$ cat config.mk
export PLATFORM = sky130hd
export DESIGN_NAME = bias_seq
export DESIGN_NICKNAME = d
export VERILOG_FILES = /design/src/rtl/bias_seq_pkg.sv /design/src/rtl/bias_seq_edge.sv /design/src/rtl/bias_seq_ctr.sv /design/src/rtl/bias_seq_dec.sv /design/src/rtl/bias_seq.sv
export SDC_FILE = /design/constraint.sdc
export NUM_CORES = 1
export LEC_CHECK = 0
export ABC_CLOCK_PERIOD_IN_PS = 4400
export BUFFER_PORTS_ARGS = -buffer_cell sky130_fd_sc_hd__buf_4
export CORE_MARGIN = 2
export CORE_UTILIZATION = 45
export DETAILED_ROUTE_END_ITERATION = 12
export PLACE_DENSITY = 0.65
export SETUP_SLACK_MARGIN = 0.4
export SYNTH_ARGS = -nofsm -noshare
export SYNTH_HDL_FRONTEND = slang
export SYNTH_SLANG_ARGS = --single-unit
$ cat constraint.sdc
create_clock -name clk -period 4.4 [get_ports clk]
set_input_delay 0.88 -clock clk [delete_from_list [all_inputs] [get_ports clk]]
set_output_delay 0.88 -clock clk [all_outputs]
set_load 0.02 [all_outputs]
$ cat src/rtl/bias_seq_pkg.sv
package bias_seq_pkg;
  typedef enum logic [1:0] {
    MODE_OPEN  = 2'b00,
    MODE_SETUP = 2'b01,
    MODE_SENSE = 2'b10
  } seq_mode_e;
endpackage

$ cat src/rtl/bias_seq_edge.sv
module bias_seq_edge #(
  parameter int N = 2
) (
  input  logic         clk,
  input  logic         rst_n,
  input  logic [N-1:0] lvl_i,
  output logic [N-1:0] rise_o
);
  logic [N-1:0] lvl_q;

  for (genvar g = 0; g < N; g++) begin : g_ch
    always_ff @(posedge clk or negedge rst_n) begin
      if (!rst_n) lvl_q[g] <= 1'b0;
      else        lvl_q[g] <= lvl_i[g];
    end
    assign rise_o[g] = lvl_i[g] & ~lvl_q[g];

    // a held level yields one strobe only
    assert_single_strobe_R2 : assert property (@(posedge clk) disable iff (!rst_n)
      rise_o[g] |=> !rise_o[g]);
  end
endmodule

$ cat src/rtl/bias_seq_ctr.sv
module bias_seq_ctr #(
  parameter int CNT_W = 8
) (
  input  logic             clk,
  input  logic             rst_n,
  input  logic             v_rise_i,
  input  logic             h_rise_i,
  output logic [CNT_W-1:0] cnt_o
);
  localparam logic [CNT_W-1:0] CNT_MAX = {CNT_W{1'b1}};

  logic [CNT_W-1:0] cnt_q;

  always_ff @(posedge clk or negedge rst_n) begin
    if (!rst_n)                          cnt_q <= CNT_MAX;
    else if (v_rise_i)                   cnt_q <= '0;
    else if (h_rise_i && cnt_q != CNT_MAX) cnt_q <= cnt_q + 1'b1;
  end

  assign cnt_o = cnt_q;

  assert_vclear_R7 : assert property (@(posedge clk) disable iff (!rst_n)
    v_rise_i |=> cnt_q == '0);
  assert_sat_hold_R8 : assert property (@(posedge clk) disable iff (!rst_n)
    (cnt_q == CNT_MAX && !v_rise_i) |=> cnt_q == CNT_MAX);
  assert_step_R2 : assert property (@(posedge clk) disable iff (!rst_n)
    (h_rise_i && !v_rise_i && cnt_q != CNT_MAX) |=> cnt_q == $past(cnt_q) + 1'b1);
  assert_hold_R9 : assert property (@(posedge clk) disable iff (!rst_n)
    (!h_rise_i && !v_rise_i) |=> $stable(cnt_q));
endmodule

$ cat src/rtl/bias_seq_dec.sv
module bias_seq_dec
  import bias_seq_pkg::*;
#(
  parameter int CNT_W       = 8,
  parameter int BIAS_START  = 14,
  parameter int BIAS_LEN    = 7,
  parameter int SETUP_START = 15,
  parameter int PHASE_LEN   = 3
) (
  input  logic             clk,
  input  logic             rst_n,
  input  logic [CNT_W-1:0] cnt_i,
  output logic             bias_o,
  output logic             grid_o,
  output logic             prog_o,
  output seq_mode_e        mode_o
);
  localparam logic [CNT_W-1:0] B_LO = CNT_W'(BIAS_START);
  localparam logic [CNT_W-1:0] B_HI = CNT_W'(BIAS_START + BIAS_LEN - 1);
  localparam logic [CNT_W-1:0] S_LO = CNT_W'(SETUP_START);
  localparam logic [CNT_W-1:0] S_HI = CNT_W'(SETUP_START + PHASE_LEN - 1);
  localparam logic [CNT_W-1:0] M_LO = CNT_W'(SETUP_START + PHASE_LEN);
  localparam logic [CNT_W-1:0] M_HI = CNT_W'(SETUP_START + 2 * PHASE_LEN - 1);

  logic in_setup, in_sense;

  always_comb begin
    in_setup = (cnt_i >= S_LO) && (cnt_i <= S_HI);
    in_sense = (cnt_i >= M_LO) && (cnt_i <= M_HI);
    bias_o   = (cnt_i >= B_LO) && (cnt_i <= B_HI);
    grid_o   = in_sense;
    prog_o   = ~in_sense;
    if (in_sense)      mode_o = MODE_SENSE;
    else if (in_setup) mode_o = MODE_SETUP;
    else               mode_o = MODE_OPEN;
  end

  assert_mode_legal_R10 : assert property (@(posedge clk) disable iff (!rst_n)
    mode_o != 2'b11);
  assert_sense_in_window_R5 : assert property (@(posedge clk) disable iff (!rst_n)
    grid_o |-> bias_o);
endmodule

$ cat src/rtl/bias_seq.sv
module bias_seq
  import bias_seq_pkg::*;
#(
  parameter int CNT_W       = 8,
  parameter int BIAS_START  = 14,
  parameter int BIAS_LEN    = 7,
  parameter int SETUP_START = 15,
  parameter int PHASE_LEN   = 3
) (
  input  logic       clk,
  input  logic       rst_n,
  input  logic       vsync_lvl,
  input  logic       hsync_lvl,
  output logic       bias_win_o,
  output logic       grid_pulse_o,
  output logic       prog_pulse_o,
  output logic [1:0] mode_o
);
  logic [1:0]       rise;
  logic [CNT_W-1:0] cnt;
  seq_mode_e        mode;

  bias_seq_edge #(.N(2)) u_edge (
    .clk(clk), .rst_n(rst_n),
    .lvl_i({vsync_lvl, hsync_lvl}), .rise_o(rise)
  );

  bias_seq_ctr #(.CNT_W(CNT_W)) u_ctr (
    .clk(clk), .rst_n(rst_n),
    .v_rise_i(rise[1]), .h_rise_i(rise[0]), .cnt_o(cnt)
  );

  bias_seq_dec #(
    .CNT_W(CNT_W), .BIAS_START(BIAS_START), .BIAS_LEN(BIAS_LEN),
    .SETUP_START(SETUP_START), .PHASE_LEN(PHASE_LEN)
  ) u_dec (
    .clk(clk), .rst_n(rst_n), .cnt_i(cnt),
    .bias_o(bias_win_o), .grid_o(grid_pulse_o),
    .prog_o(prog_pulse_o), .mode_o(mode)
  );

  assign mode_o = mode;

  assert_vfield_idle_R7 : assert property (@(posedge clk) disable iff (!rst_n)
    rise[1] |=> (!bias_win_o && !grid_pulse_o && prog_pulse_o && mode_o == 2'b00));
endmodule

==> metrics <==
Critical Path AT=1810 ps; Max Cap Viol=0; Synth Warn #=0; prevailing post-synth register cell=dfstp_2; Synth Area in Adders=7.859%; fmax=0.3719 GHz; number of synthesized flops with an enable pin=0; Max Slew Vio Count=0; number of setup buffers added after CTS=0; 1st-pass router iterations=4; CP max-delay cell=dfstp_2; Vias=547; global placement routability congestion=0.8422; Max-Slew Margin vs Limit=63.16%; Fin. Hold Viols=0; Cells after Synth=67; Routed WL=1251 um; Setup-failing EPs final=0; Max H-tree Level=1; layout cell share with drive strength beyond 1=28.00%; total grt overflow=0; main combinational cell family by area after synthesis=simple AND/OR/NAND/NOR gates; Post-CTS Hold Fix Bufs=0; syn avg cell area=9.505 sq um; Lkg Pwr=0.3178 nW; maximum fanout along the worst path=6; Setup TNS Final=0 ps; most frequent cells in the layout=buf_4 (8), dfstp_2 (8), nor2_1 (7); Cell variety after synth=32; Num CTS Buffers=3; critical path class=flip-flop to output port; NumNets Final=84; Final ANT Viol Nets=0; proportion of synthesized area in mux cells=3.143%; # IOs=9; peak supply drop=0.0002171 V; CP Buf/Inv Count=2; Util after Layout=55.27%; post-synthesis sequential area ratio=40.86%; Total GRT Usage=16.32%; Initial Utilization=48.34%; Post-Synth Simple-Gate Area=25.34%; core region area=1318 sq um; sinks on the clock net=10; #FFs+latches synth=10; final worst-path cycle share=61.11%; Die Y=41.62 um; family with the most delay on the worst path=flip-flops; First DRT Iteration DRCs=24; slowest stage delay, CP=580 ps; die area=1732 sq um; largest net degree at the start of global routing=12; Netlist Area Pre-Place=636.9 sq um; vias in the first global route=472; critical path launch point type=flip-flop; cts repair resizes=0; crit path cell chain=inv_1 > ha_1 > o311a_1 > nor3_1 > buf_4; CTS root buf=clkbuf_4; Skew-Pair Late Insertion Delay=290 ps; clk buf depth=2; Layout area overhead=14.34%; outcome=completed; DRC=0; WHS=415.1 ps; DR WL/cell=13.90 um; crit end category=output port; post-layout min period=2689 ps; ant diodes=0; Die Width=41.62 um; detailed placer's ending HPWL=893.2 um; Synth Area in Compound Gates=13.16%; antenna violations before repair=0; Synth Area in XOR/XNOR=4.126%; WP data required=3520 ps; clk slew on worst S/H paths=80 ps; drt via density=6.078; Post-Syn Nets=75; CTS tree=yes; Rows=13; asr flop ratio synth=100.0%; first-pass GRT wire length=2097 um; PortBufs=8; clk_skew=10.75 ps; Hold Path Class=input port to asynchronous set/reset pin; Pwr Density=322.1 nW/um^2; worst slew pin tran=551.5 ps; RSZ-0062 raised after global routing=no
==> worst paths after layout <==
| path | startpoint | to | slack [ps] | cells after the start |
|---|---|---|---|---|
| max | u_ctr.cnt_o[0] | mode_o[0] | 1710 | 5 |
| min | rst_n | u_edge.lvl_q[0] | 420 | 1 |
| max reg2reg | u_ctr.cnt_o[1] | u_ctr.cnt_o[1] | 2600 | 5 |
| min reg2reg | u_ctr.cnt_o[5] | u_ctr.cnt_o[5] | 530 | 2 |
| max in group asynchronous | rst_n | u_ctr.cnt_o[7] | 3770 | 1 |
| min in group clk | u_ctr.cnt_o[5] | u_ctr.cnt_o[5] | 530 | 2 |
==> cell type report <==
class | count | area [sq um]
inverters | 3 | 11.26
fillers | 116 | 589.3
multi-input cells | 50 | 341.6
clock buffers | 4 | 36.28
flip-flops and latches | 10 | 260.3
repair buffers | 8 | 60.06
well taps | 15 | 18.77
==> logic make-up after synthesis <==
logic type	Yosys count
simple gates	29
compound gates	12
flops	10
buf+inv	7
fa+ha+maj	4
xor+xnor	3
mux	2
==> Yosys cell counts, types with 3 or more instances <==
cell type / instances / area [sq um]
dfstp_2: 8 / 210.2
ha_1: 4 / 50.05
inv_1: 3 / 11.26
nand3_1: 3 / 15.01
nor2_1: 7 / 26.28
nor3_1: 3 / 15.01
o21ai_0: 3 / 15.01
==> through the flow <==
step                setup slack, ps  cells  power (mW)  area (sq um)
finish                         1711     90      0.2345         728.2
detailed placement             2027     86      0.1466         691.9
CTS                            1718     90      0.2338         728.2
global route                   1639     90      0.2429         728.2
floorplan                      1856     67      0.1343         636.9
global placement               2063     86      0.1444         691.9
==> state kept, by name, indices dropped and copies added, names as in the netlist <==
register and cells:
u_edge.lvl_q 2, u_ctr.cnt_o 8
==> worst reg2reg max path: cells and delay by family, from the launching register on <==
kind | cells | cell delay [ps]
AO/OA/AOI/OAI | 1 | 320
flip-flops | 1 | 610
multiplexers | 1 | 210
adder cells (fa/ha/maj) | 1 | 250
AND/OR/NAND/NOR | 2 | 310
==> power by group <==
part           leakage (nW)  total [mW]  switching, mW  internal [mW]
Combinational         0.191      0.0302         0.0176         0.0126
Clock                0.0210      0.0895         0.0390         0.0504
Sequential            0.106       0.115         0.0118          0.103
==> routing by layer <==
metal,wire length (um),share of wire [%],global-route usage [%]
met1,534,43,22.10
met2,586,47,22.81
met3,76,6.1,3.913
met4,53,4.2,10.97
met5,0,0,0
Power figures use the tool's default switching activity.
